<file path="src/rtl/wrprot_pkg.sv">
package wrprot_pkg;
  typedef enum logic {
    BOOT_BOTTOM = 1'b0,
    BOOT_TOP    = 1'b1
  } boot_e;
endpackage

</file>
<file path="src/rtl/wrprot_blkmap.sv">
module wrprot_blkmap
  import wrprot_pkg::*;
#(
  parameter int    NUM_BLOCKS = 39,
  parameter int    NUM_PARAM  = 8,
  parameter int    LOCK_PARAM = 2,
  parameter int    SOFT_MAIN  = 24,
  parameter boot_e BOOT       = BOOT_BOTTOM,
  parameter int    BLK_W      = 6
) (
  input  logic [BLK_W-1:0] blk,
  output logic             in_range,
  output logic             sw_cov,
  output logic             wp_cov
);
  localparam int NUM_MAIN = NUM_BLOCKS - NUM_PARAM;

  logic [31:0] b32;
  logic        is_main;
  logic        lock_par;
  logic        soft_main;

  assign b32      = 32'(blk);
  assign in_range = b32 < 32'(NUM_BLOCKS);

  generate
    if (BOOT == BOOT_BOTTOM) begin : g_bottom
      // parameter blocks low, main blocks above them
      assign is_main   = in_range && (b32 >= 32'(NUM_PARAM));
      assign lock_par  = b32 < 32'(LOCK_PARAM);
      assign soft_main = in_range && (b32 >= 32'(NUM_BLOCKS - SOFT_MAIN));
    end else begin : g_top
      // main blocks low, parameter blocks at the top
      assign is_main   = b32 < 32'(NUM_MAIN);
      assign lock_par  = in_range && (b32 >= 32'(NUM_BLOCKS - LOCK_PARAM));
      assign soft_main = b32 < 32'(SOFT_MAIN);
    end
  endgenerate

  assign wp_cov = is_main || lock_par;
  assign sw_cov = lock_par || soft_main;

  always_comb begin
    // an out-of-range block must not decode as a main or soft-locked block
    a_range_r11: assert (in_range || !(is_main || soft_main));
  end
endmodule

</file>
<file path="src/rtl/wrprot_code.sv">
module wrprot_code #(
  parameter int CODE_W       = 64,
  parameter bit SOFT_LOCK_EN = 1'b1
) (
  input  logic              clk,
  input  logic              rst_n,
  input  logic              rp_n,
  input  logic              active,
  input  logic              unl_valid,
  input  logic [CODE_W-1:0] unl_code,
  input  logic              prg_valid,
  input  logic [CODE_W-1:0] prg_data,
  output logic              locked
);
  generate
    if (SOFT_LOCK_EN) begin : g_sw
      logic [CODE_W-1:0] code_q;
      logic              lock_q;
      logic              match;
      logic              frozen;
      logic              prg_ok;

      assign match  = unl_valid && active && (unl_code == code_q);
      assign frozen = ~|code_q;
      assign prg_ok = prg_valid && active && !lock_q && !frozen;

      always_ff @(posedge clk or negedge rst_n) begin
        if (!rst_n) begin
          code_q <= '1;
          lock_q <= 1'b1;
        end else begin
          if (!rp_n)      lock_q <= 1'b1;
          else if (match) lock_q <= 1'b0;
          if (prg_ok)     code_q <= code_q & prg_data;
        end
      end

      assign locked = lock_q;

      p_clear_only_r3: assert property (@(posedge clk) disable iff (!rst_n)
        1'b1 |=> ((code_q & ~$past(code_q)) == '0));
      p_locked_keeps_code_r3: assert property (@(posedge clk) disable iff (!rst_n)
        lock_q |=> $stable(code_q));
      p_frozen_r4: assert property (@(posedge clk) disable iff (!rst_n)
        frozen |=> $stable(code_q));
      p_relock_r7: assert property (@(posedge clk) disable iff (!rst_n)
        !rp_n |=> lock_q);
    end else begin : g_nosw
      assign locked = 1'b0;
    end
  endgenerate
endmodule

</file>
<file path="src/rtl/wrprot_gate.sv">
module wrprot_gate
  import wrprot_pkg::*;
#(
  parameter int    NUM_BLOCKS   = 39,
  parameter int    NUM_PARAM    = 8,
  parameter int    LOCK_PARAM   = 2,
  parameter int    SOFT_MAIN    = 24,
  parameter int    CODE_W       = 64,
  parameter int    PWRUP_CYC    = 4,
  parameter boot_e BOOT         = BOOT_BOTTOM,
  parameter bit    SOFT_LOCK_EN = 1'b1,
  parameter int    BLK_W        = $clog2(NUM_BLOCKS)
) (
  input  logic              clk,
  input  logic              rst_n,
  input  logic              rp_n,
  input  logic              wp_n,
  input  logic              req_valid,
  output logic              req_ready,
  input  logic [BLK_W-1:0]  req_blk,
  output logic              rsp_valid,
  output logic              rsp_grant,
  input  logic              unl_valid,
  input  logic [CODE_W-1:0] unl_code,
  input  logic              prg_valid,
  input  logic [CODE_W-1:0] prg_data,
  input  logic              err_clr,
  output logic              prot_err,
  output logic              soft_locked
);
  localparam int PU_W = $clog2(PWRUP_CYC + 2);

  logic [PU_W-1:0] pu_cnt;
  logic            pu_busy;
  logic            active;
  logic            in_range;
  logic            sw_cov;
  logic            wp_cov;
  logic            locked;
  logic            grant;

  // power-up settle window
  always_ff @(posedge clk or negedge rst_n) begin
    if (!rst_n)       pu_cnt <= PU_W'(PWRUP_CYC);
    else if (pu_busy) pu_cnt <= pu_cnt - 1'b1;
  end
  assign pu_busy = pu_cnt != '0;
  assign active  = rp_n && !pu_busy;

  wrprot_blkmap #(
    .NUM_BLOCKS(NUM_BLOCKS), .NUM_PARAM(NUM_PARAM), .LOCK_PARAM(LOCK_PARAM),
    .SOFT_MAIN(SOFT_MAIN), .BOOT(BOOT), .BLK_W(BLK_W)
  ) u_map (
    .blk(req_blk), .in_range(in_range), .sw_cov(sw_cov), .wp_cov(wp_cov)
  );

  wrprot_code #(.CODE_W(CODE_W), .SOFT_LOCK_EN(SOFT_LOCK_EN)) u_code (
    .clk(clk), .rst_n(rst_n), .rp_n(rp_n), .active(active),
    .unl_valid(unl_valid), .unl_code(unl_code),
    .prg_valid(prg_valid), .prg_data(prg_data), .locked(locked)
  );

  assign grant = in_range && active
              && !(sw_cov && locked)
              && !(wp_cov && !wp_n);

  assign req_ready   = 1'b1;
  assign soft_locked = locked;

  always_ff @(posedge clk or negedge rst_n) begin
    if (!rst_n) begin
      rsp_valid <= 1'b0;
      rsp_grant <= 1'b0;
      prot_err  <= 1'b0;
    end else begin
      rsp_valid <= req_valid;
      rsp_grant <= req_valid && grant;
      if (req_valid && !grant) prot_err <= 1'b1;
      else if (err_clr)        prot_err <= 1'b0;
    end
  end

  p_pwrup_deny_r9: assert property (@(posedge clk) disable iff (!rst_n)
    (pu_busy && req_valid) |=> !rsp_grant);
  p_rp_deny_r7: assert property (@(posedge clk) disable iff (!rst_n)
    (!rp_n && req_valid) |=> !rsp_grant);
  p_lock_deny_r8: assert property (@(posedge clk) disable iff (!rst_n)
    (req_valid && sw_cov && locked) |=> !rsp_grant);
  p_wp_deny_r6: assert property (@(posedge clk) disable iff (!rst_n)
    (req_valid && wp_cov && !wp_n) |=> !rsp_grant);
  p_resp_next_r11: assert property (@(posedge clk) disable iff (!rst_n)
    req_valid |=> rsp_valid);
  p_err_hold_r12: assert property (@(posedge clk) disable iff (!rst_n)
    (prot_err && !err_clr) |=> prot_err);
endmodule

</file>
<file path="config.mk">
export PLATFORM = sky130hd
export DESIGN_NAME = wrprot_gate
export DESIGN_NICKNAME = d
export VERILOG_FILES = /design/src/rtl/wrprot_pkg.sv /design/src/rtl/wrprot_blkmap.sv /design/src/rtl/wrprot_code.sv /design/src/rtl/wrprot_gate.sv
export SDC_FILE = /design/constraint.sdc
export NUM_CORES = 1
export LEC_CHECK = 0
export CAP_MARGIN = 10
export CORE_MARGIN = 2
export CORE_UTILIZATION = 39
export DETAILED_ROUTE_END_ITERATION = 6
export GPL_TIMING_DRIVEN = 0
export PLACE_DENSITY = 0.87
export SYNTH_ARGS = -nofsm -noshare
export SYNTH_HDL_FRONTEND = slang
export SYNTH_SLANG_ARGS = --single-unit
</file>
<file path="constraint.sdc">
create_clock -name clk -period 1.95 [get_ports clk]
set_input_delay 0.39 -clock clk [delete_from_list [all_inputs] [get_ports clk]]
set_output_delay 0.39 -clock clk [all_outputs]
set_load 0.005 [all_outputs]
</file>
Yosys cells after proc, flatten, opt, wreduce, memory -nomap -nowiden

Index checks and enable logic that the tools add are counted.
Widths: inputs -> output; s select.

Add/subtract/negate cells: 1
Multipliers: 0
Divide/modulo/power cells: 0
Bitwise operators: 1
Reductions and logical operators: 26
Muxes and demuxes: 4
Magnitude comparators: 4
Shifts and indexed selects: 0
Eq/ne operators: 2

Operator list:

| cell                | number |
|---|---|
| $and 64x64->64      | 1 |
| $eq 64x64->1        | 1 |
| $reduce_or 64->1    | 1 |
| $logic_and 1x1->1   | 15 |
| $ge 6x4->1 const B  | 2 |
| $logic_not 1->1     | 6 |
| $lt 6x2->1 const B  | 1 |
| $lt 6x6->1 const B  | 1 |
| $mux 1              | 4 |
| $reduce_bool 3->1   | 1 |
| $sub 3x1->3 const B | 1 |
| $logic_or 1x1->1    | 2 |
| $ne 2x1->1 const B  | 1 |
| $reduce_bool 2->1   | 1 |

ROM bits: 0
Bits in latches: 0
Input bits: 142
Memory bits (writable): 0
Memories kept: 0
Logic and storage cells: 44
Register bits after elaboration: 71

Depth between registers and ports, before layout

Gate-level depths: netlist (run 1).

Depth after elaboration: 10
Gate-level depth with buffers: 8

Hierarchy

Synthesis (run 1) repeated with hierarchy kept, for this count alone.

Cells, all modules: 312
Area total of the unflattened synthesis: 3,613.5 um2

By module, submodules not included:

| module        | area each (um2) | sequential area each (um2) | cells an instance | times used |
|---|---|---|---|---|
| wrprot_code   | 3,251.9         | 1,707.9                    | 271               | 1 |
| wrprot_gate   | 280.3           | 151.4                      | 26                | 1 |
| wrprot_blkmap | 81.3            | 0.0                        | 15                | 1 |

Least setup slack after synthesis (run 1)

No wires, ideal clock.

Kind: register -> register
Start: reg pu_cnt[0]
End: reg u_code.g_sw.code_q[0]
Clock period less this slack: 1.949 ns
Required time: 1.873 ns
Arrival: 1.871 ns
Stages on the path, launching flop included: 9
Buffers on the path: 2
Path slack: 0.001 ns
Path through: dfrtp_1 inv_1 ha_1 nand2b_4 or2_4 or4b_1 buf_4 buf_6 o21a_1

Longest elaborated chain between the ends: 6

Ends and longest elaborated chain:

| element                         | RTL line          | RTL |
|---|---|---|
| from (decl)                     | wrprot_gate.sv:33 | `logic [PU_W-1:0] pu_cnt;` |
| from (signal assigned)          | wrprot_gate.sv:44 | `if (!rst_n) pu_cnt <= PU_W'(PWRUP_CYC);` |
| from (signal assigned)          | wrprot_gate.sv:45 | `else if (pu_busy) pu_cnt <= pu_cnt - 1'b1;` |
| $reduce_bool 3->1               | wrprot_gate.sv:47 | `assign pu_busy = pu_cnt != '0;` |
| $logic_not 1->1                 | wrprot_gate.sv:48 | `assign active = rp_n && !pu_busy;` |
| $logic_and 1x1->1               | wrprot_gate.sv:48 |  |
| $logic_and 1x1->1 (3 in series) | wrprot_code.sv:25 | `assign prg_ok = prg_valid && active && !lock_q && !frozen;` |
| to (signal assigned)            | wrprot_code.sv:34 | `if (prg_ok) code_q <= code_q & prg_data;` |
| to (decl)                       | wrprot_code.sv:17 | `logic [CODE_W-1:0] code_q;` |

Every way passes these cells.
A chain may end at the register's enable or synchronous reset.

Worst setup path after layout (run 1)

Start: reg pu_cnt[1]
End: reg u_code.g_sw.code_q[3]

Same word-level chain as after synthesis.

==> metrics, run 1 <==
Switch Pwr 0.000737 W; CP Max Fanout 10; wirelength, routed 11.3 mm; Comb power frac 0.141; hpwl dp between 8 and 9 mm; Post-synth ARST share 1.00; crit path time final around 2000 ps; Crit path largest cell delay 530 ps; cell area after synthesis 3520 um2; Max-Slew Margin vs Limit 0.412; Max Clock Skew ~6 ps; period utilization 1.02; initial core utilization 0.403; Worst path depth 8; CTS Buf Count 9; setup tns final -1710 ps; CP startpoint kind flop; final worst slack -40.2 ps; first-pass GRT wire length around 17 mm; CTS tree yes; Switching Share 0.237; Detail Route Antenna Nets 0; Die Height 99.0 um; Site Rows 34; R2R depth 8; RePlAce Congestion 0.945; Pins Over Slew Limit 0; Overflow after GRT 0; initial antenna violation count 0; number of global-route vias before repair 3,384; TritonRoute pass-1 iters 4; fill cell count 710; clock sink count 71; Worst Max-Slew Pin Slew 883 ps; # IOs ~150; CP Capture Type flop; Clk pwr share 0.382; worst hold slack ~140 ps; final hold violation count 0; vias 3,041; outcome complete, but fails checks; FF-to-FF setup slack -40 ps; #FFs+latches synth 71; hold bufs inserted after CTS 0; Root Buffer clkbuf_8; largest net degree at the start of global routing 72; P per Cell Area 569 nW/um2; highest-delay cell along the critical path or4b_4; pre-CTS setup slack -326 ps; Top Family by Delay on Critical Path simple AND/OR/NAND/NOR gates; DRT iter0 DRCs 149; main flop type after synthesis dfstp_2; Die ar. 9790 um2; peak supply drop between 0.0003 and 0.0004 V; max capacitance violation total 0; I/O Buffers between 100 and 150; Inserted Diodes 0; vias per inst between 5 and 6; clock buffer depth 2; failing checks negative setup slack; Worst Path Required 2230 ps; Post-synth EDFFs 0; Pint 0.00237 W; Buf/Inv on CP 3; Yosys Warn Count 0; Unique masters post-synth 33; area grow syn2layout 55.5%; drt wl/cell approximately 19 um; share of layout cells above drive strength 1 0.238; critical path type flop to flop; RSZ-0062 raised after global routing yes; cell count after synthesis 303; Fmax 0.502 GHz; total track usage 0.234; Final setup viols 62; syn nets 447; Mapped Avg Cell Area about 12 um2; Worst-path clk slew 80 ps; critical-path cell list inv_2 -> ha_4 -> nand2b_4 -> or2_4 -> or4b_4 -> buf_8 -> buf_6 -> o21a_1; drt drc 0; sequential share of power 0.477; nets 613; DIE WIDTH about 100 um; H-tree levels 3; clk_lat worst skew between 300 and 400 ps; register area share after synthesis 0.529; arrival time at the worst endpoint 2270 ps; static leakage 2.09 nW; Core Region 8720 um2; HP Class input pin to asynchronous set/reset pin
-- routing by layer --
layer,vias to the layer above,global-route usage,wire (um)
met5,-,0,0
met4,0,0.0832,205
met3,18,0.0589,733
met2,121,0.402,5730
met1,1464,0.284,4600
li1,1438,-,-
-- metrics by stage --
step | cell area [um2] | util | total power (W) | std cells
2_1_floorplan | 3520 | - | 0.00158 | 303
3_3_place_gp | 5100 | 0.585 | 0.00193 | 556
3_5_place_dp | 5100 | 0.585 | 0.00194 | 556
4_1_cts | 5430 | 0.623 | 0.00313 | 580
5_1_grt | 5470 | 0.627 | 0.00323 | 582
6_report | 5470 | 0.627 | 0.00311 | 582
-- cells in the final DEF (no fill, tap or decap), drive strengths merged, types with 2 or more instances in the layout --
master and n:
nor2 4, nor2b 7, o2111ai 3, xnor2 30
clkinv 5, buf 19, nor4 25, xor2 13
clkdlybuf4s50 144, ha 2, dfstp 66, clkbuf 9
a221oi 2, nand2b 8, dfrtp 5, a2111o 2
o22ai 8, o21ai 3, inv 26, o21a 64
nand4 14
-- registers in the layout, indices dropped and copies added, names as in the netlist --
| register | cells |
|---|---|
| u_code.g_sw.code_q | 64 |
| pu_cnt | 3 |
| prot_err | 1 |
| rsp_grant | 1 |
| rsp_valid | 1 |
| u_code.locked | 1 |
-- power groups by stage --
| stage | clock network [W] | registers, W | logic [W] |
|---|---|---|---|
| 2_1_floorplan | 0 | 0.00151 | 0.0000698 |
| 3_3_place_gp | 0 | 0.00151 | 0.000428 |
| 3_5_place_dp | 0 | 0.00151 | 0.000430 |
| 4_1_cts | 0.00121 | 0.00148 | 0.000435 |
| 5_1_grt | 0.00128 | 0.00148 | 0.000466 |
| 6_report | 0.00119 | 0.00148 | 0.000437 |
-- worst reg2reg max path: cells and delay by family (launching register included) --
family,cells,cell delay [ps]
compound gates,1,170
fa+ha+maj,1,150
buf+inv,3,400
flops,1,400
simple gates,3,810
-- path summary, 6_finish.rpt --
check | startpoint | to
max reg2reg | pu_cnt[1] | u_code.g_sw.code_q[3]
min in group clk | u_code.g_sw.code_q[0] | u_code.g_sw.code_q[0]
max | pu_cnt[1] | u_code.g_sw.code_q[3]
min reg2reg | u_code.g_sw.code_q[0] | u_code.g_sw.code_q[0]
max in group asynchronous | rst_n | pu_cnt[1]
min | rst_n | prot_err
-- area by class of cell --
cell class	instances	area, um2	share of cell area
flip-flops and latches	71	1860	0.340
repair buffers	155	1550	0.283
multi-input cells	198	1530	0.280
well taps	108	135	0.0247
clock buffers	9	124	0.0226
plain buffers	8	97.6	0.0178
inverters	26	97.6	0.0178
clock inverters	7	73.8	0.0135
-- cell families after synthesis --
logic type               synth area share
other                             0.00107
multiplexers                      0.00320
AND/OR/NAND/NOR                     0.111
AO/OA/AOI/OAI                       0.190
XOR/XNOR                            0.107
flip-flops                          0.529
buffers and inverters              0.0512
adder cells (fa/ha/maj)           0.00711
-- cells in the mapped netlist (2+ instances only) --
master	instances	area (um2)
dfstp_2	66	1730
o21a_1	64	480
xnor2_1	30	263
inv_1	26	97.6
nor4_1	25	156
nand4_1	14	87.6
xor2_1	13	114
o22ai_1	8	50.1
nand2b_1	7	43.8
nor2b_1	7	43.8
buf_6	6	67.6
dfrtp_1	5	125
nor2_1	4	15.0
o2111ai_1	3	26.3
o21ai_0	3	15.0
a2111o_1	2	22.5
a221oi_1	2	17.5
buf_4	2	15.0
ha_1	2	25.0
-- repair_timing --
item / in CTS / in global routing
hold endpoints to repair: 0 / 0
buffers inserted: 6 / 2
resized for setup: 15 / 3
pin swaps: 1 / 0
setup endpoints to repair: 64 / 63
cloned: 2 / 0
Power figures use the tool's default switching activity.
==> run 2: changes to the inputs <==
--- a/config.mk
+++ b/config.mk
@@ -5,12 +5,13 @@
 export SDC_FILE = /design/constraint.sdc
 export NUM_CORES = 1
 export LEC_CHECK = 0
+export ABC_AREA = 1
 export CAP_MARGIN = 10
 export CORE_MARGIN = 2
-export CORE_UTILIZATION = 39
+export CORE_UTILIZATION = 40
 export DETAILED_ROUTE_END_ITERATION = 6
 export GPL_TIMING_DRIVEN = 0
-export PLACE_DENSITY = 0.87
+export PLACE_DENSITY = 0.86
 export SYNTH_ARGS = -nofsm -noshare
 export SYNTH_HDL_FRONTEND = slang
 export SYNTH_SLANG_ARGS = --single-unit
==> metrics, run 2 <==
RePlAce Congestion 0.847 (-10%); CTS resizes 0 (-15); Final setup viols 0 (-100%); Buf/Inv on CP 1 (-2); Max-Slew Margin vs Limit 0.411 (-0.00109); total track usage 0.196 (-0.0380); Post-synth ARST share 1.00 (unchanged); CP startpoint kind flop; Worst path depth 1 (-7); static leakage 2.77 nW (+33%); most frequent cells in the layout 160 x nor2_1, 144 x clkdlybuf4s50_1, 116 x nand2_1, 85 x inv_1, 66 x dfstp_2; vias 3,723 (+22%); Die Height 103 um (+4.2%); critical path type flop to output port; Area contributors post-synth dfstp_2 44%, nor2_1 15%, nand2_1 11%, inv_1 8.1%, dfrtp_1 3.2%; Multi-input gate area 1680 um2 (+9.7%); vias per inst 4.50 (-14%); Worst-path clk slew 70 ps (about the same); drt drc 0 (unchanged); Placed Area 5550 um2 (+8.8%); period utilization 0.933 (-0.0876); Worst Max-Slew Pin Slew 884 ps (+1.63 ps); Post-Layout Inst Area 5720 um2 (+4.6%); Yosys Warn Count 0 (unchanged); clock sink count 71 (unchanged); drt wl/cell 12.3 um (-36%); arrival time at the worst endpoint 1430 ps (-840 ps); number of global-route vias before repair 3,782 (+12%); Site Rows 36 (+5.9%); Post-synth EDFFs 0 (unchanged); I/O Buffers 145 (unchanged); HP Class input pin to asynchronous set/reset pin; Unique masters post-synth 22 (-33%); final worst slack 131 ps (+171 ps); Core Region 9640 um2 (+11%); largest net degree at the start of global routing 72 (unchanged); first-pass GRT wire length 16.0 mm (-7.9%); Worst Path Required 1560 ps (-670 ps); area grow syn2layout 45.4%; crit path time final 1820 ps (-171 ps); cell count after synthesis 533 (+76%); DRT iter0 DRCs 68 (-54%); hpwl dp 8.14 mm (-6.7%); commonest cells in the netlist 160 x nor2_1, 116 x nand2_1, 85 x inv_1; setup bufs post-CTS 0 (-6); post-synth top area share 0.441 (-0.0521); DIE WIDTH 103 um (+4.2%); max capacitance violation total 0 (unchanged); TritonRoute pass-1 iters 4 (unchanged); peak supply drop 0.000263 V (-26%); H-tree levels 3 (unchanged); Root Buffer clkbuf_8; Final Power 0.00324 W (+4.2%); final hold violation count 0 (unchanged); initial core utilization 0.408 (+0.00467); CTS Buf Count 9 (unchanged); cell accounting for the most synthesized area dfstp_2; Die ar. 10,600 um2 (+8.6%); most common cell in the synthesized netlist nor2_1; RSZ-0062 raised after global routing no; P per Cell Area 567 nW/um2 (-0.36%); Inserted Diodes 0 (unchanged); CP Max Fanout 5 (-5); Fmax 0.550 GHz (+9.4%); syn nets 677 (+51%); cell area after synthesis 3930 um2 (+12%); main flop type after synthesis dfstp_2; Detail Route Antenna Nets 0 (unchanged); wirelength, routed 10.2 mm (-9.6%); storage element area 1860 um2 (unchanged); # IOs 147 (unchanged); clock buffer depth 2 (unchanged); Top Family by Delay on Critical Path flip-flops; Pins Over Slew Limit 0 (unchanged); CTS tree yes; Mapped Avg Cell Area 7.38 um2 (-36%); share of layout cells above drive strength 1 0.128 (-0.110); #FFs+latches synth 71 (unchanged); worst hold slack 203 ps (+62.2 ps); Overflow after GRT 0 (unchanged); fill cell count 913 (+29%); nets 833 (+36%); outcome finished clean; Max Clock Skew 5.74 ps (-0.241 ps); most common cell after layout, fill and taps aside nor2_1; critical-path cell list clkdlybuf4s50_1; max reg flops 64 (unchanged); CP Capture Type output port; Most flops, register u_code.g_sw.code_q; Crit path largest cell delay 580 ps (+50 ps); R2R depth 10 (+2); clk_lat worst skew 340 ps (about the same); pre-CTS setup slack 57.6 ps (+383 ps); initial antenna violation count 0 (unchanged); largest registers u_code.g_sw.code_q x64, pu_cnt x3; highest-delay cell along the critical path dfstp_2; register area share after synthesis 0.473 (-0.0558); hold bufs inserted after CTS 0 (unchanged)
-- run 2: changes by cell type after synthesis, sizes merged, moves of 7 or more --
| cell | delta |
|---|---|
| nor2 | +157 |
| nand2b | -8 |
| nand2 | +118 |
| nand3 | +15 |
| inv | +59 |
| o22ai | -8 |
| nor2b | -7 |
| o21a | -49 |
| nor4 | -25 |
| nand4 | -8 |
| o21ai | +17 |
| xnor2 | -19 |
-- run 2: where the power goes --
group          internal, W  total (W)  switching, W
clock network     0.000536    0.00105      0.000514
logic             0.000347   0.000576      0.000229
registers          0.00158    0.00161     0.0000319
-- run 2: kinds of logic after synthesis --
family,Yosys count,synth area share
adders and majority gates,2,0.00636
and+or+nand+nor,305,0.308
other,1,0.000954
AOI/OAI and AO/OA,37,0.0566
buffers and inverters,92,0.0993
xor gates and xnor gates,25,0.0557
DFF,71,0.473
-- run 2: layer usage --
metal,wire length [um],vias to the layer above,track usage,part of all wire
met5,0,-,0,0
met4,245,0,0.0951,0.024
met3,544,23,0.0366,0.053
met2,5160,100,0.358,0.51
met1,4240,1700,0.217,0.42
li1,-,1900,-,-
-- run 2: worst paths after layout --
kind	from	to	slack, ps
hold reg to reg	u_code.g_sw.code_q[30]	u_code.g_sw.code_q[30]	470
min in group clk	u_code.g_sw.code_q[30]	u_code.g_sw.code_q[30]	470
setup / recovery	u_code.locked	soft_locked	130
hold / removal	rst_n	rsp_valid	200
setup reg to reg	pu_cnt[0]	u_code.g_sw.code_q[34]	170
max in group asynchronous	rst_n	pu_cnt[0]	1210
-- run 2: final cells by class --
cell class / instances / share of cell area
plain buffers: 7 / 0.0125
clock buffers: 16 / 0.0298
inverters: 85 / 0.0558
multi-input cells: 370 / 0.294
flip-flops and latches: 71 / 0.325
well taps: 133 / 0.0291
repair buffers: 145 / 0.253
-- run 2: stage by stage --
step                      cells   util  TNS, ps
final                       827  0.593        0
after global routing        827  0.593        0
after CTS                   827  0.593        0
after detailed placement    811  0.576        0
after global placement      811  0.576   -77350
after floorplan             533      -        0
==> run 3: changes to the inputs <==
--- a/config.mk
+++ b/config.mk
@@ -7,7 +7,6 @@
 export LEC_CHECK = 0
 export ABC_AREA = 1
 export CAP_MARGIN = 10
-export CORE_MARGIN = 2
 export CORE_UTILIZATION = 40
 export DETAILED_ROUTE_END_ITERATION = 6
 export GPL_TIMING_DRIVEN = 0
==> metrics, run 3 (synthesis results as in run 2) <==
H-tree levels 3 (unchanged); drt wl/cell 12.2 um (-1.2%); vias per inst 4.48 (-0.38%); area grow syn2layout 47.2%; Worst path depth 1 (unchanged); sequential share of power 0.449 (-0.049); CTS tree yes; Overflow after GRT 0 (unchanged); post-placement cell count 807 (-0.49%); clock sink count 71 (unchanged); hold bufs inserted after CTS 0 (unchanged); most common cell after layout, fill and taps aside nor2_1; Crit path largest cell delay 590 ps (about the same); Pint 0.00278 W (+13%); FF-to-FF setup slack 180 ps (about the same); # IOs 147 (unchanged); HP Class input pin to asynchronous set/reset pin; Inserted Diodes 0 (unchanged); Fmax 0.541 GHz (-1.6%); Most flops, register u_code.g_sw.code_q; RePlAce Congestion 0.814 (-3.9%); arrival time at the worst endpoint 1460 ps (+30 ps); Buf/Inv on CP 1 (unchanged); setup bufs post-CTS 0 (unchanged); clock buffer depth 2 (unchanged); Clk pwr share 0.390 (+0.066); initial antenna violation count 0 (unchanged); Final setup viols 0 (unchanged); worst hold slack 145 ps (-57.8 ps); Max Clock Skew 10.9 ps (+5.20 ps); CP Max Fanout 5 (unchanged); WL met1 4.15 mm (-2.1%); WL met3 535 um (-1.7%); most frequent cells in the layout 160 x nor2_1, 144 x clkdlybuf4s50_1, 116 x nand2_1, 85 x inv_1, 66 x dfstp_2; DRT iter0 DRCs 166 (+140%); vias 3,691 (-0.86%); largest registers u_code.g_sw.code_q x64, pu_cnt x3; DIE WIDTH 101 um (-1.9%); nets 833 (unchanged); setup tns final 0 ps (unchanged); drt drc 0 (unchanged); CTS Buf Count 9 (unchanged); CP startpoint kind flop; R2R depth 9 (-1); Core Region 9370 um2 (-2.8%); largest net degree at the start of global routing 72 (unchanged); Non-Filler Instances 823 (-0.48%); share of layout cells above drive strength 1 0.133 (+0.00432); number of global-route vias before repair 3,838 (+1.5%); max capacitance violation total 0 (unchanged); Root Buffer clkbuf_8; P per Cell Area 621 nW/um2 (+9.7%); initial core utilization 0.420 (+0.0117); outcome finished clean; wirelength, routed 10.0 mm (-1.6%); Worst-path clk slew 80 ps (about the same); RSZ-0062 raised after global routing no; DR top layer met4; met2 WL post-DR 5.16 mm (about the same); peak supply drop 0.000483 V (+83%); Switching Share 0.226 (-0.0129); R2R Path End u_code.g_sw.code_q[60]; first-pass GRT wire length 16.5 mm (+3.5%); Pins Over Slew Limit 0 (unchanged); TritonRoute pass-1 iters 4 (unchanged); Switch Pwr 0.000814 W (+5.0%); highest-delay cell along the critical path dfstp_2; Die ar. 10,200 um2 (-3.8%); I/O Buffers 145 (unchanged); Die Height 101 um (-1.9%); Top Family by Delay on Critical Path flip-flops; CTS resizes 0 (unchanged); hpwl dp 7.88 mm (-3.2%); Worst Max-Slew Pin Slew 901 ps (+17.1 ps); period utilization 0.948 (+0.0153); static leakage 2.81 nW (+1.2%); RR Startpoint pu_cnt[0]; crit path time final 1850 ps (+29.9 ps); Max-Slew Margin vs Limit 0.399 (-0.0114); final core occ 0.617 (+0.0243); Comb power frac 0.161 (-0.017); max reg flops 64 (unchanged); critical-path cell list clkdlybuf4s50_1; Detail Route Antenna Nets 0 (unchanged); critical path type flop to output port; Worst Path Required 1560 ps (about the same); final hold violation count 0 (unchanged); CP Capture Type output port; Site Rows 35 (-2.8%); clk_lat worst skew 340 ps (about the same); total track usage 0.209 (+0.0133)
## run 3: changes by cell type in the layout (fill, tap and decap cells not counted)
cell,change
clkinv_4,+1
clkbuf_8,-2
clkbuf_1,-3
clkinvlp_4,+1
nor3b_2,-1
nor3b_4,+1
bufinv_16,+3
## run 3: worst max path at each step
| stage | from | end | slack [ps] |
|---|---|---|---|
| floorplan | pu_cnt[0] | u_code.g_sw.code_q[0] | 400 |
| global placement | rst_n | rsp_grant | -1830 |
| detailed placement | rp_n | u_code.g_sw.code_q[60] | 40 |
| CTS | pu_cnt[0] | u_code.g_sw.code_q[60] | 110 |
| global route | pu_cnt[0] | u_code.g_sw.code_q[35] | 20 |
| finish | u_code.locked | soft_locked | 100 |
## run 3: layer usage
layer / vias up / GRT usage
li1: 1902 / -
met1: 1670 / 0.240
met2: 104 / 0.388
met3: 15 / 0.0421
met4: 0 / 0.0669
met5: - / 0
## run 3: stage by stage
stage / power, W / area (um2) / setup WS, ps
final: 0.00360 / 5790 / 101
after CTS: 0.00365 / 5780 / 107
after detailed placement: 0.00222 / 5540 / 44.7
after floorplan: 0.00183 / 3930 / 397
after global routing: 0.00379 / 5790 / 18.2
after global placement: 0.00220 / 5550 / -1830
## run 3: power by group through the flow
stage | clock network (W) | logic, W | registers, W
after floorplan | 0 | 0.000199 | 0.00163
after global placement | 0 | 0.000565 | 0.00163
after detailed placement | 0 | 0.000578 | 0.00164
after CTS | 0.00145 | 0.000582 | 0.00161
after global routing | 0.00152 | 0.000647 | 0.00162
final | 0.00140 | 0.000578 | 0.00161
## run 3: cell type report
| cell class | count | area (um2) |
|---|---|---|
| buffer | 7 | 71.3 |
| clock buffer | 11 | 131 |
| clock inverter | 5 | 106 |
| fill | 865 | 3580 |
| inverter | 85 | 319 |
| multi-input combinational | 370 | 1690 |
| sequential | 71 | 1860 |
| tap | 129 | 161 |
| timing repair buffer | 145 | 1450 |
